$ cat src/rtl/stk_pkg.sv
package stk_pkg;
  typedef enum logic [1:0] {
    OP_PUSH = 2'd0,
    OP_POP  = 2'd1,
    OP_ADD  = 2'd2,
    OP_RSV  = 2'd3
  } stk_op_e;

  typedef enum logic [1:0] {
    PH_IDLE   = 2'd0,
    PH_FETCH  = 2'd1,
    PH_COMMIT = 2'd2
  } stk_phase_e;
endpackage

$ cat src/rtl/stk_ram.sv
module stk_ram #(
  parameter int DATA_W = 16,
  parameter int DEPTH  = 8,
  parameter int AW     = 3
) (
  input  logic              clk,
  input  logic              we,
  input  logic [AW-1:0]     waddr,
  input  logic [DATA_W-1:0] wdata,
  input  logic [AW-1:0]     raddr_a,
  input  logic [AW-1:0]     raddr_b,
  output logic [DATA_W-1:0] rdata_a,
  output logic [DATA_W-1:0] rdata_b
);
  logic [DATA_W-1:0] cell_q [DEPTH];

  always_ff @(posedge clk) begin
    if (we) cell_q[waddr] <= wdata;
  end

  assign rdata_a = cell_q[raddr_a];
  assign rdata_b = cell_q[raddr_b];
endmodule

$ cat src/rtl/stk_ptr.sv
module stk_ptr
  import stk_pkg::*;
#(
  parameter int DEPTH = 8,
  parameter int PW    = 4,
  parameter int AW    = 3
) (
  input  logic          clk,
  input  logic          rst_n,
  input  logic          upd,
  input  stk_op_e       op,
  output logic [PW-1:0] sp,
  output logic          full,
  output logic          empty,
  output logic          legal,
  output logic [AW-1:0] addr_free,
  output logic [AW-1:0] addr_top,
  output logic [AW-1:0] addr_next
);
  localparam logic [PW-1:0] TOP_LIM = PW'(DEPTH);

  logic [PW-1:0] sp_q;

  assign sp    = sp_q;
  assign full  = (sp_q == TOP_LIM);
  assign empty = (sp_q == '0);

  always_comb begin
    unique case (op)
      OP_PUSH: legal = !full;
      OP_POP:  legal = !empty;
      OP_ADD:  legal = (sp_q >= PW'(2));
      default: legal = 1'b0;
    endcase
  end

  assign addr_free = AW'(sp_q);
  assign addr_top  = AW'(sp_q) - AW'(1);
  assign addr_next = AW'(sp_q) - AW'(2);

  always_ff @(posedge clk) begin
    if (!rst_n) begin
      sp_q <= '0;
    end else if (upd && legal) begin
      if (op == OP_PUSH) sp_q <= sp_q + PW'(1);
      else               sp_q <= sp_q - PW'(1);
    end
  end

  assert_sp_bound_R2: assert property (@(posedge clk) disable iff (!rst_n)
    sp_q <= TOP_LIM);
  assert_push_step_R2: assert property (@(posedge clk) disable iff (!rst_n)
    (upd && op == OP_PUSH && legal) |=> sp_q == $past(sp_q) + PW'(1));
  assert_shrink_step_R4: assert property (@(posedge clk) disable iff (!rst_n)
    (upd && op == OP_ADD && legal) |=> sp_q == $past(sp_q) - PW'(1));
  assert_flags_excl_R6: assert property (@(posedge clk) disable iff (!rst_n)
    !(full && empty));
endmodule

$ cat src/rtl/stk_seq.sv
module stk_seq
  import stk_pkg::*;
#(
  parameter int DATA_W = 16
) (
  input  logic              clk,
  input  logic              rst_n,
  input  logic              cmd_valid,
  output logic              cmd_ready,
  input  logic [1:0]        cmd_op,
  input  logic [DATA_W-1:0] cmd_data,
  output logic              busy,
  output logic              fetch,
  output logic              commit,
  output stk_op_e           op_q,
  output logic [DATA_W-1:0] data_q
);
  stk_phase_e ph_q;

  assign cmd_ready = (ph_q == PH_IDLE);
  assign busy      = (ph_q != PH_IDLE);
  assign fetch     = (ph_q == PH_FETCH);
  assign commit    = (ph_q == PH_COMMIT);

  always_ff @(posedge clk) begin
    if (!rst_n) begin
      ph_q   <= PH_IDLE;
      op_q   <= OP_PUSH;
      data_q <= '0;
    end else begin
      unique case (ph_q)
        PH_IDLE: if (cmd_valid) begin
          ph_q   <= PH_FETCH;
          op_q   <= stk_op_e'(cmd_op);
          data_q <= cmd_data;
        end
        PH_FETCH:  ph_q <= PH_COMMIT;
        default:   ph_q <= PH_IDLE;
      endcase
    end
  end

  assert_accept_busy_R7: assert property (@(posedge clk) disable iff (!rst_n)
    (cmd_valid && cmd_ready) |=> (busy && !cmd_ready));
  assert_fetch_then_commit_R7: assert property (@(posedge clk) disable iff (!rst_n)
    fetch |=> commit);
  assert_commit_frees_R7: assert property (@(posedge clk) disable iff (!rst_n)
    commit |=> !busy);
endmodule

$ cat src/rtl/op_stack.sv
module op_stack
  import stk_pkg::*;
#(
  parameter int DATA_W = 16,
  parameter int DEPTH  = 8
) (
  input  logic              clk,
  input  logic              rst_n,
  input  logic              cmd_valid,
  output logic              cmd_ready,
  input  logic [1:0]        cmd_op,
  input  logic [DATA_W-1:0] cmd_data,
  output logic              res_valid,
  output logic [DATA_W-1:0] res_data,
  output logic              busy,
  output logic              full,
  output logic              empty,
  output logic              err
);
  localparam int AW = (DEPTH > 1) ? $clog2(DEPTH) : 1;
  localparam int PW = $clog2(DEPTH + 1);

  logic              fetch, commit, legal, we;
  stk_op_e           op_q;
  logic [DATA_W-1:0] data_q, rd_top, rd_next, opa_q, opb_q, wdata;
  logic [PW-1:0]     sp;
  logic [AW-1:0]     addr_free, addr_top, addr_next, waddr;

  stk_seq #(.DATA_W(DATA_W)) seq_i (
    .clk(clk), .rst_n(rst_n), .cmd_valid(cmd_valid), .cmd_ready(cmd_ready),
    .cmd_op(cmd_op), .cmd_data(cmd_data), .busy(busy), .fetch(fetch),
    .commit(commit), .op_q(op_q), .data_q(data_q)
  );

  stk_ptr #(.DEPTH(DEPTH), .PW(PW), .AW(AW)) ptr_i (
    .clk(clk), .rst_n(rst_n), .upd(commit), .op(op_q), .sp(sp),
    .full(full), .empty(empty), .legal(legal), .addr_free(addr_free),
    .addr_top(addr_top), .addr_next(addr_next)
  );

  assign we    = commit && legal && (op_q == OP_PUSH || op_q == OP_ADD);
  assign waddr = (op_q == OP_PUSH) ? addr_free : addr_next;
  assign wdata = (op_q == OP_PUSH) ? data_q : (opa_q + opb_q);

  stk_ram #(.DATA_W(DATA_W), .DEPTH(DEPTH), .AW(AW)) ram_i (
    .clk(clk), .we(we), .waddr(waddr), .wdata(wdata),
    .raddr_a(addr_top), .raddr_b(addr_next),
    .rdata_a(rd_top), .rdata_b(rd_next)
  );

  always_ff @(posedge clk) begin
    if (fetch) begin
      opa_q <= rd_top;
      opb_q <= rd_next;
    end
  end

  always_ff @(posedge clk) begin
    if (!rst_n) begin
      res_valid <= 1'b0;
      res_data  <= '0;
      err       <= 1'b0;
    end else begin
      res_valid <= commit && legal && (op_q == OP_POP);
      err       <= commit && !legal;
      if (commit && legal && op_q == OP_POP) res_data <= opa_q;
    end
  end

  assert_err_hold_R5: assert property (@(posedge clk) disable iff (!rst_n)
    err |-> sp == $past(sp));
  assert_res_excl_R5: assert property (@(posedge clk) disable iff (!rst_n)
    res_valid |-> !err);
  assert_res_idle_R3: assert property (@(posedge clk) disable iff (!rst_n)
    res_valid |-> !busy);
endmodule

$ cat config.mk
export PLATFORM = sky130hd
export DESIGN_NAME = op_stack
export DESIGN_NICKNAME = d
export VERILOG_FILES = /design/src/rtl/stk_pkg.sv /design/src/rtl/stk_ram.sv /design/src/rtl/stk_ptr.sv /design/src/rtl/stk_seq.sv /design/src/rtl/op_stack.sv
export SDC_FILE = /design/constraint.sdc
export NUM_CORES = 1
export LEC_CHECK = 0
export BUFFER_PORTS_ARGS = -buffer_cell sky130_fd_sc_hd__buf_2
export CAP_MARGIN = 30
export CORE_UTILIZATION = 40
export DETAILED_ROUTE_END_ITERATION = 8
export MAX_ROUTING_LAYER = met4
export PLACE_DENSITY = 0.55
export SETUP_SLACK_MARGIN = 0.1
export SLEW_MARGIN = 0
export SYNTH_ARGS = -nofsm -noshare
export SYNTH_HDL_FRONTEND = slang
export SYNTH_HIERARCHICAL = 1
export SYNTH_SLANG_ARGS = --single-unit
$ cat constraint.sdc
create_clock -name clk -period 6.21 [get_ports clk]
set_input_delay 1.242 -clock clk [delete_from_list [all_inputs] [get_ports clk]]
set_output_delay 1.242 -clock clk [all_outputs]
set_load 0.01 [all_outputs]
==> qor.txt <==
Net Switching: 0.7653 mW
Cell Area, Synth: 9864 um2
Hold_ws: 0.4637 ns
# DRC: 0
WP data required: 4.97 ns
Lkg Pwr: 4.111 nW
Clk_lat worst skew: 0.51 ns
DP HPWL: 14090 um
Starting Density: 40.68%
Synthesized area per cell: 15.13 um2
Worst-Margin Slew: 1.041 ns
Post-Synthesis Cells: 652
Overall Power: 3.250 mW
Final Skew: 0.007918 ns
Endpoint class of the critical path: output pin
Die X: 159.0 um
Hold path depth: 2
Clk slew on worst S/H paths: 0.06 ns
Fin. Hold Viols: 0
Max-Cap Viols: 0
Reg power frac: 47.6%
Crit start category: flip-flop
Finished Layout Cells: 1045
Largest net degree at the start of global routing: 60
WL per Instance: 20.72 um
Clk pwr share: 41.0%
Proportion of layout cells with a drive suffix above 1: 21.08%
Core area: 24250 um2
Die Y: 159.0 um
CTS Hold Bufs: 0
Critical path class: reg -> out
Finish-stage setup viols: 0
Worst Path Max Fanout: 19
Worst setup margin: 2.675 ns
Root Driver: clkbuf_16
Combinational Power Share: 11.4%
CTS tree: yes
Multi-input gate area: 3986 um2
H-Tree Depth: 1
Fmax: 0.2829 GHz
CTS buffer count: 23
Initial DRC Count: 425
First-pass GRT wire length: 33620 um
Filler cells: 2126
Resize count post-CTS: 0
Peak VDD IR: 0.0001670 V
Die area: 25290 um2
HP Class: reg -> reg
I/O pin cnt: 43
Yosys warnings: 6
Via count: 5672
Clock Path Buffers: 3
Post-DRT Antenna Nets: 0
Total instance count after detailed placement: 1000
Post-CTS setup buffers: 0
# rows: 57
Storage element area: 5647 um2
Cell internal pwr: 2.484 mW
Syn Nets: 695
Nets@finish: 747
Slew Limit Fails: 0
Congestion Overflow GR: 0
Clk sinks: 202
Setup slack at placement: 2.871 ns
Final min period: 3.535 ns
# diodes: 0
Final setup TNS: 0 ns
Status: finished clean
WL final: 21660 um
First-pass DRT Iterations: 5
Port bufs: 42
Critical path arrival: 2.29 ns
P&R area growth vs syn: 13.38%
Pwr dens: 290.5 nW/um2
Net switching share of the total power: 23.55%
Vias per cell: 5.428
Post-route clock period utilization: 56.92%
RSZ-0062 raised after global routing: false
Worst reg2reg path depth: 7
Vias in the first global route: 5774
GPL Wtd Cong: 0.9324
GRT Overall Usage: 17.80%
Initial antenna violation count: 0
Slew margin rel.: 29.85%
==> metrics by stage <==
stage	utilization (%)	instance area [um2]
floorplan	-	9864
detailed placement	42.96	10420
CTS	46.03	11160
global placement	42.87	10400
finish	46.12	11180
global route	46.12	11180
==> critical path, stage by stage, from the launching register on <==
cell      delay (ns)
dfxtp_1         0.42
inv_1           0.72
ha_1            0.28
nand2b_1        0.12
nor2_1          0.11
buf_2           0.13
==> flip-flops by register name, indices dropped and copies added (netlist names) <==
name	flops
ram_i/cell_q	128
opa_q	16
opb_q	16
res_data	16
seq_i/data_q	16
ptr_i/sp	4
seq_i/op_q	2
seq_i/ph_q	2
err	1
res_valid	1
==> power groups by stage <==
stage / registers, mW / logic (mW) / clock network [mW]
after CTS: 1.55 / 0.368 / 1.37
after global routing: 1.55 / 0.404 / 1.42
after detailed placement: 1.58 / 0.365 / 0
final: 1.55 / 0.369 / 1.33
after global placement: 1.58 / 0.356 / 0
after floorplan: 1.57 / 0.265 / 0
==> layout by cell type (no fill, tap or decap), types with 3 or more instances in the layout <==
cell / count
nand2b_1: 4
inv_1: 11
o211ai_1: 5
and2_1: 3
a21oi_1: 24
nor3_1: 6
nand4_1: 3
dfxtp_1: 41
mux2_2: 33
nand3_1: 3
mux2i_1: 21
edfxtp_1: 160
o31ai_1: 3
o21ai_0: 12
clkbuf_16: 23
buf_2: 42
a21o_1: 3
clkbuf_4: 3
nand2_1: 105
clkinv_2: 4
xnor2_1: 6
nor2_1: 22
clkbuf_1: 6
ha_1: 20
buf_4: 15
o21ai_1: 3
xor2_1: 6
mux4_2: 8
bufinv_16: 3
o21a_1: 4
a21boi_0: 18
mux4_1: 56
==> final cells by class <==
type	instances	area share (%)
clock buffer	29	5.347
timing repair buffer	61	3.222
inverter	11	0.3692
multi-input combinational	405	35.64
sequential	202	50.49
tap	324	3.625
clock inverter	13	1.309
==> per-layer routing <==
layer	share of wire, %	wire, um	global-route usage, %
met1	45	9757	23.41
met2	48	10430	29.13
met3	5.2	1128	2.709
met4	1.6	343	4.196
met5	0	0	-
==> final timing paths <==
| path | from | slack [ns] | endpoint |
|---|---|---|---|
| max | ptr_i/sp[1] | 2.68 | full |
| min | seq_i/data_q[9] | 0.46 | seq_i/data_q[9] |
| max reg2reg | opa_q[0] | 2.83 | ram_i/cell_q[2][14] |
| min reg2reg | seq_i/data_q[9] | 0.46 | seq_i/data_q[9] |
Power figures use the tool's default switching activity.
